**config.mk**
```make
export PLATFORM = sky130hd
export DESIGN_NAME = prefix_framer
export DESIGN_NICKNAME = d
export VERILOG_FILES = /design/src/rtl/ifr_pkg.sv /design/src/rtl/ifr_operand_decode.sv /design/src/rtl/ifr_frame_assembler.sv /design/src/rtl/ifr_out_stage.sv /design/src/rtl/prefix_framer.sv
export SDC_FILE = /design/constraint.sdc
export NUM_CORES = 1
export LEC_CHECK = 0
export ABC_AREA = 1
export BUFFER_PORTS_ARGS = -buffer_cell sky130_fd_sc_hd__buf_2
export CAP_MARGIN = 20
export CORE_ASPECT_RATIO = 1.25
export CORE_MARGIN = 2
export CORE_UTILIZATION = 45
export DETAILED_ROUTE_END_ITERATION = 12
export PLACE_DENSITY_LB_ADDON = 0.05
export REMOVE_ABC_BUFFERS = 1
export SKIP_LAST_GASP = 1
export SYNTH_ARGS = -nofsm -noshare
export SYNTH_HDL_FRONTEND = slang
export SYNTH_SLANG_ARGS = --single-unit
export TNS_END_PERCENT = 10
```
**constraint.sdc**
```tcl
create_clock -name clk -period 2.32 [get_ports clk]
set_clock_uncertainty 0.2 [all_clocks]
set_input_delay 0.348 -clock clk [delete_from_list [all_inputs] [get_ports clk]]
set_output_delay 0.348 -clock clk [all_outputs]
set_load 0.01 [all_outputs]
```
**src/rtl/ifr_pkg.sv**
```systemverilog
package ifr_pkg;
  localparam int BYTE_W  = 8;
  localparam int IMM_W   = 2 * BYTE_W;
  localparam int MAX_LEN = 4;
  localparam int LEN_W   = $clog2(MAX_LEN + 1);
  localparam int CNT_W   = 2;

  localparam logic [BYTE_W-1:0] PFX_BIT = 8'hCB;
  localparam logic [BYTE_W-1:0] PFX_EXT = 8'hED;
  localparam logic [BYTE_W-1:0] PFX_IX  = 8'hDD;
  localparam logic [BYTE_W-1:0] PFX_IY  = 8'hFD;

  typedef enum logic [2:0] {
    CLS_PLAIN     = 3'd0,
    CLS_BITOP     = 3'd1,
    CLS_EXT       = 3'd2,
    CLS_INDEX     = 3'd3,
    CLS_INDEX_BIT = 3'd4,
    CLS_DROPPED   = 3'd5,
    CLS_EXT_BAD   = 3'd6
  } rec_class_e;

  typedef enum logic [1:0] {
    SP_MAIN  = 2'd0,
    SP_EXT   = 2'd1,
    SP_INDEX = 2'd2
  } op_space_e;

  typedef enum logic [3:0] {
    ST_IDLE,
    ST_BIT_OP,
    ST_EXT_OP,
    ST_IDX_OP,
    ST_IDXB_DISP,
    ST_IDXB_OP,
    ST_DISP,
    ST_IMM_LO,
    ST_IMM_HI
  } frame_state_e;

  typedef struct packed {
    rec_class_e        cls;
    logic [BYTE_W-1:0] op;
    logic [BYTE_W-1:0] disp;
    logic [IMM_W-1:0]  imm;
    logic [LEN_W-1:0]  len;
    logic              idx_y;
  } frame_rec_t;
endpackage

```
**src/rtl/ifr_operand_decode.sv**
```systemverilog
module ifr_operand_decode
  import ifr_pkg::*;
(
  input  logic [BYTE_W-1:0] op,
  input  op_space_e         space,
  output logic [CNT_W-1:0]  imm_cnt,
  output logic              need_disp,
  output logic              ext_bad
);
  logic [1:0] grp;
  logic [2:0] mid;
  logic [2:0] low;
  logic [1:0] pr;
  logic       qb;

  assign grp = op[7:6];
  assign mid = op[5:3];
  assign low = op[2:0];
  assign pr  = op[5:4];
  assign qb  = op[3];

  logic [CNT_W-1:0] main_cnt;

  always_comb begin
    main_cnt = '0;
    unique case (grp)
      2'd0: begin
        if (low == 3'd1 && !qb)               main_cnt = 2'd2;
        else if (low == 3'd2 && mid >= 3'd4)  main_cnt = 2'd2;
        else if (low == 3'd0 && mid >= 3'd2)  main_cnt = 2'd1;
        else if (low == 3'd6)                 main_cnt = 2'd1;
      end
      2'd3: begin
        if (low == 3'd2 || low == 3'd4)              main_cnt = 2'd2;
        else if (low == 3'd3 && mid == 3'd0)         main_cnt = 2'd2;
        else if (low == 3'd5 && qb && pr == 2'd0)    main_cnt = 2'd2;
        else if (low == 3'd6)                        main_cnt = 2'd1;
        else if (low == 3'd3 && (mid == 3'd2 || mid == 3'd3)) main_cnt = 2'd1;
      end
      default: main_cnt = '0;
    endcase
  end

  logic ext_valid;
  logic mem_use;

  always_comb begin
    ext_valid = (grp == 2'd1) || (grp == 2'd2 && mid[2] && !low[2]);
    unique case (grp)
      2'd1:    mem_use = (low == 3'd6) ^ (mid == 3'd6);
      2'd2:    mem_use = (low == 3'd6);
      2'd0:    mem_use = (mid == 3'd6) && (low == 3'd4 || low == 3'd5 || low == 3'd6);
      default: mem_use = 1'b0;
    endcase
  end

  always_comb begin
    imm_cnt   = '0;
    need_disp = 1'b0;
    ext_bad   = 1'b0;
    unique case (space)
      SP_EXT: begin
        ext_bad = !ext_valid;
        imm_cnt = (grp == 2'd1 && low == 3'd3) ? 2'd2 : 2'd0;
      end
      SP_INDEX: begin
        imm_cnt   = main_cnt;
        need_disp = mem_use;
      end
      default: imm_cnt = main_cnt;
    endcase
  end
endmodule

```
**src/rtl/ifr_frame_assembler.sv**
```systemverilog
module ifr_frame_assembler
  import ifr_pkg::*;
(
  input  logic              clk,
  input  logic              rst,
  input  logic              take,
  input  logic [BYTE_W-1:0] in_byte,
  output logic              emit,
  output frame_rec_t        rec
);
  frame_state_e      state, n_state;
  rec_class_e        w_cls, n_cls;
  logic [BYTE_W-1:0] w_op, n_op, w_disp, n_disp;
  logic [IMM_W-1:0]  w_imm, n_imm;
  logic [LEN_W-1:0]  w_len, n_len, len_n;
  logic [CNT_W-1:0]  w_cnt, n_cnt;
  logic              w_idx, n_idx;
  logic              done, drop;

  op_space_e         space;
  logic [CNT_W-1:0]  dec_cnt;
  logic              dec_disp;
  logic              dec_bad;
  logic              is_pfx;

  always_comb begin
    unique case (state)
      ST_EXT_OP: space = SP_EXT;
      ST_IDX_OP: space = SP_INDEX;
      default:   space = SP_MAIN;
    endcase
  end

  ifr_operand_decode u_dec (
    .op        (in_byte),
    .space     (space),
    .imm_cnt   (dec_cnt),
    .need_disp (dec_disp),
    .ext_bad   (dec_bad)
  );

  assign is_pfx = (in_byte == PFX_EXT) || (in_byte == PFX_IX) || (in_byte == PFX_IY);
  assign len_n  = (state == ST_IDLE) ? LEN_W'(1) : w_len + LEN_W'(1);

  always_comb begin
    n_state = state;
    n_cls   = w_cls;
    n_op    = w_op;
    n_disp  = w_disp;
    n_imm   = w_imm;
    n_idx   = w_idx;
    n_cnt   = w_cnt;
    n_len   = len_n;
    done    = 1'b0;
    drop    = 1'b0;
    unique case (state)
      ST_IDLE: begin
        n_cls  = CLS_PLAIN;
        n_op   = in_byte;
        n_disp = '0;
        n_imm  = '0;
        n_idx  = 1'b0;
        n_cnt  = dec_cnt;
        if (in_byte == PFX_BIT)      n_state = ST_BIT_OP;
        else if (in_byte == PFX_EXT) n_state = ST_EXT_OP;
        else if (in_byte == PFX_IX || in_byte == PFX_IY) begin
          n_state = ST_IDX_OP;
          n_idx   = (in_byte == PFX_IY);
        end
        else if (dec_cnt != '0)      n_state = ST_IMM_LO;
        else                         done = 1'b1;
      end
      ST_BIT_OP: begin
        n_cls = CLS_BITOP;
        n_op  = in_byte;
        done  = 1'b1;
      end
      ST_EXT_OP: begin
        n_cls = dec_bad ? CLS_EXT_BAD : CLS_EXT;
        n_op  = in_byte;
        n_cnt = dec_cnt;
        if (dec_cnt != '0) n_state = ST_IMM_LO;
        else               done = 1'b1;
      end
      ST_IDX_OP: begin
        if (is_pfx) begin
          drop    = 1'b1;
          done    = 1'b1;
          n_len   = LEN_W'(1);
          n_idx   = (in_byte == PFX_IY);
          n_state = (in_byte == PFX_EXT) ? ST_EXT_OP : ST_IDX_OP;
        end else if (in_byte == PFX_BIT) begin
          n_cls   = CLS_INDEX_BIT;
          n_state = ST_IDXB_DISP;
        end else begin
          n_cls = CLS_INDEX;
          n_op  = in_byte;
          n_cnt = dec_cnt;
          if (dec_disp)           n_state = ST_DISP;
          else if (dec_cnt != '0) n_state = ST_IMM_LO;
          else                    done = 1'b1;
        end
      end
      ST_IDXB_DISP: begin
        n_disp  = in_byte;
        n_state = ST_IDXB_OP;
      end
      ST_IDXB_OP: begin
        n_op = in_byte;
        done = 1'b1;
      end
      ST_DISP: begin
        n_disp = in_byte;
        if (w_cnt != '0) n_state = ST_IMM_LO;
        else             done = 1'b1;
      end
      ST_IMM_LO: begin
        n_imm = {{(IMM_W-BYTE_W){1'b0}}, in_byte};
        if (w_cnt == 2'd2) n_state = ST_IMM_HI;
        else               done = 1'b1;
      end
      ST_IMM_HI: begin
        n_imm = {in_byte, w_imm[BYTE_W-1:0]};
        done  = 1'b1;
      end
      default: n_state = ST_IDLE;
    endcase
    if (done && !drop) n_state = ST_IDLE;
  end

  always_comb begin
    if (drop) begin
      rec.cls   = CLS_DROPPED;
      rec.op    = w_idx ? PFX_IY : PFX_IX;
      rec.disp  = '0;
      rec.imm   = '0;
      rec.len   = LEN_W'(1);
      rec.idx_y = w_idx;
    end else begin
      rec.cls   = n_cls;
      rec.op    = n_op;
      rec.disp  = n_disp;
      rec.imm   = n_imm;
      rec.len   = len_n;
      rec.idx_y = n_idx;
    end
  end

  assign emit = take && done;

  always_ff @(posedge clk) begin
    if (rst) begin
      state  <= ST_IDLE;
      w_cls  <= CLS_PLAIN;
      w_op   <= '0;
      w_disp <= '0;
      w_imm  <= '0;
      w_len  <= '0;
      w_cnt  <= '0;
      w_idx  <= 1'b0;
    end else if (take) begin
      state  <= n_state;
      w_cls  <= n_cls;
      w_op   <= n_op;
      w_disp <= n_disp;
      w_imm  <= n_imm;
      w_len  <= n_len;
      w_cnt  <= n_cnt;
      w_idx  <= n_idx;
    end
  end
endmodule

```
**src/rtl/ifr_out_stage.sv**
```systemverilog
module ifr_out_stage
  import ifr_pkg::*;
(
  input  logic       clk,
  input  logic       rst,
  input  logic       load,
  input  frame_rec_t rec_in,
  input  logic       out_ready,
  output logic       out_valid,
  output frame_rec_t rec_out
);
  always_ff @(posedge clk) begin
    if (rst) begin
      out_valid <= 1'b0;
      rec_out   <= '0;
    end else if (load) begin
      out_valid <= 1'b1;
      rec_out   <= rec_in;
    end else if (out_ready) begin
      out_valid <= 1'b0;
    end
  end
endmodule

```
**src/rtl/prefix_framer.sv**
```systemverilog
module prefix_framer
  import ifr_pkg::*;
(
  input  logic              clk,
  input  logic              rst,
  input  logic              in_valid,
  output logic              in_ready,
  input  logic [BYTE_W-1:0] in_byte,
  output logic              out_valid,
  input  logic              out_ready,
  output logic [2:0]        rec_class,
  output logic [BYTE_W-1:0] rec_opcode,
  output logic [BYTE_W-1:0] rec_disp,
  output logic [IMM_W-1:0]  rec_imm,
  output logic [LEN_W-1:0]  rec_len,
  output logic              rec_idx_y
);
  logic       take;
  logic       emit;
  frame_rec_t asm_rec;
  frame_rec_t held;

  assign in_ready = !out_valid || out_ready;
  assign take     = in_valid && in_ready;

  ifr_frame_assembler u_asm (
    .clk     (clk),
    .rst     (rst),
    .take    (take),
    .in_byte (in_byte),
    .emit    (emit),
    .rec     (asm_rec)
  );

  ifr_out_stage u_out (
    .clk       (clk),
    .rst       (rst),
    .load      (emit),
    .rec_in    (asm_rec),
    .out_ready (out_ready),
    .out_valid (out_valid),
    .rec_out   (held)
  );

  assign rec_class  = held.cls;
  assign rec_opcode = held.op;
  assign rec_disp   = held.disp;
  assign rec_imm    = held.imm;
  assign rec_len    = held.len;
  assign rec_idx_y  = held.idx_y;
endmodule

```
==> run metrics <==
synth top area cells dfxtp_1 38%, nand2_1 12%, a21oi_1 6.9%; worst skew pair latency 350 ps; Final Worst Setup Slack between 150 and 200 ps; Post-synth top flop dfxtp_1; number of max-cap violations 0; CTS sink cnt 85; Die W just over 90 um; CTS Buffer Depth 2; CTS tree yes; area leader, netlist dfxtp_1; post-layout util a little under three fifths; Critical Path Most Common Cell nand2_1; port bufs 52; P per Cell Area just under 700 nW/um^2; worst r2r path cells 13; Synth Register Bits 85; drt wl/cell between 10 and 15 um; mean post-synth cell area 7.21 um^2; Netlist Area Pre-Place approximately 4500 um^2; Yosys top cell area share between 30% and 40%; Die H ~120 um; Final min period approximately 2100 ps; aggregate global routing overflow 0; largest net degree at the start of global routing 65; Max IR drop VDD between 300 and 400 uV; period utilization 91.7%; gr usage total approximately a quarter; Setup Crit Path Kind flip-flop to flip-flop; Initial Utilization a little under half; worst hold path type input port to flip-flop; ys async rst share 0%; WHS Path Cells 4; commonest cells in the netlist 139 x nand2_1, 85 x dfxtp_1, 67 x nor2_1; dpl cell area a little over 5000 um^2; register clock-pin slew on the reported worst setup and hold paths 60 ps; DRC viols 0; CP Data Required Time around 2400 ps; Inserted Clock Buffers 9; core region area approximately 9700 um^2; Final Max Slew Viols 0; initial antenna violation count 0; Leak 2.42 nW; HPWL after detailed placement 9030 um; CP Max Fanout 5; Seq/Total Area, Yosys about 38%; crit-path leading delay family simple AND/OR/NAND/NOR gates; Post-synth EDFFs 0; Ys Warns 0; total power between 3 and 4 mW; area grow syn2layout 23.5%; post-layout net count roughly 740; fill count roughly 970; CTS Hold Bufs 0; vias after detailed routing 4406; Final Hold Viols 0; vias in the first global route 4179; unrepaired setup endpoints after global routing true; Max Fclk about 470 MHz; Setup crit end kind flip-flop; Critical Path Stages 13; CP arrival between 2000 and 2500 ps; Critical Path Slowest Stage Cell dfxtp_1; Routed Antenna Nets 0; num rows 40; die area around 11000 um^2; global-route wire length before repair 20200 um; critical path buffer and inverter count 2; Top Ports 53; most common cell in the synthesized netlist nand2_1; Root Driver clkbuf_16; Post-Route WL 12500 um; Mapped Cells slightly above 600; dpl ws -109 ps; CP cell instances nor2_4, nand2_1, nor2_2, nand2_1, nand2_1, nand4_1, nand2_1, clkinv_1, nand2_4, nand2_1, buf_4, o21ai_0, nor2_1; Worst Tran Pin Value about 670 ps; placer congestion estimate 0.997; htree depth 3; CP Launch Type flip-flop; DR pass1 iterations 5; Design Area, Final 5540 um^2; initial DRC count around 270; Distinct cells, synth 40; Max-slew headroom a little under three fifths; status finished clean; share of cells above drive strength 1 roughly 28%; routed vias/inst ~5.2; crit-path max cell delay approximately 330 ps; Setup-failing EPs final 0; n_diodes 0
[area by class of cell]
cell class              instances  area, um^2  share of cell area (%)
inverters                      54         209                    3.77
flip-flops and latches         85        1710                    30.8
multi-input cells             448        2310                    41.8
repair buffers                122         840                    15.1
well taps                     126         158                    2.84
clock buffers                  11         233                    4.20
clock inverters                 5        83.8                    1.51
[worst min-delay path: cells and delay by family]
kind | cells | cell delay (ps)
buffers and inverters | 2 | 110
and+or+nand+nor | 1 | 80
AOI/OAI and AO/OA | 1 | 70
[state kept, by name, indices dropped and copies added (netlist names)]
name,flops
u_asm.w_disp,8
u_asm.w_op,8
u_asm.w_imm,16
u_asm.w_idx,1
u_asm.w_cnt,2
u_asm.w_cls,3
u_asm.w_len,3
u_out.rec_out,39
u_out.out_valid,1
u_asm.state,4
[where the power goes]
| group | leakage [nW] | switching [mW] | internal [mW] |
|---|---|---|---|
| clock network | 0.152 | 0.610 | 0.950 |
| logic | 1.58 | 0.411 | 0.239 |
| registers | 0.693 | 0.0328 | 1.52 |
| total | 2.42 | 1.05 | 2.71 |
[cells by family after synthesis]
group | count (synthesis) | share of synthesized area, %
xor+xnor | 1 | 0.195
simple gates | 303 | 31.6
fa+ha+maj | 5 | 1.39
flops | 85 | 37.9
buf+inv | 89 | 10.8
compound gates | 139 | 18.1
[final timing paths]
| kind | start | slack (ps) | endpoint |
|---|---|---|---|
| worst max-delay path | u_asm.state[2] | 190 | u_out.rec_out[38] |
| worst min-delay path | out_ready | 100 | u_out.out_valid |
| worst min register to register | u_out.rec_out[20] | 260 | u_out.rec_out[20] |
| worst max register to register | u_asm.state[2] | 190 | u_out.rec_out[38] |
[placed cells by master (no fill, tap or decap), types with 2 or more instances in the layout]
master,instances
buf_4,65
a22oi_1,8
clkbuf_16,9
nand3b_1,15
o21ai_0,41
dfxtp_1,82
nand2_2,16
buf_12,4
nand2_4,3
nor3_1,3
bufinv_16,2
clkinvlp_4,2
nand4_1,6
ha_1,5
a21oi_1,61
buf_2,52
nor2_2,4
dfxtp_2,3
o211ai_1,6
nand3_1,36
nor3_2,2
o21ai_1,3
nand3_2,6
inv_1,43
a21oi_2,15
nor2_4,4
inv_2,8
clkbuf_1,2
nand2_1,138
nor2_1,67
[layer usage]
metal	global-route usage, %	up-vias	wire [um]
met2	40.6	125	6110
met3	3.25	19	504
met5	0	-	0
met4	11.5	0	303
met1	30.3	2028	5550
li1	-	2234	-
[metrics by stage]
step | instances | setup TNS, ps | hold slack, ps
floorplan | 587 | -35850 | 210
global placement | 832 | -233 | 247
detailed placement | 832 | -1370 | 250
CTS | 848 | 0 | 89.5
global route | 851 | 0 | 123
finish | 851 | 0 | 98.4
[timing repair]
action | CTS | global route
gates resized for setup | 0 | 11
setup buffers | 0 | 3
setup endpoints to repair | 0 | 47
No activity file was read; power rests on OpenSTA's default activity.
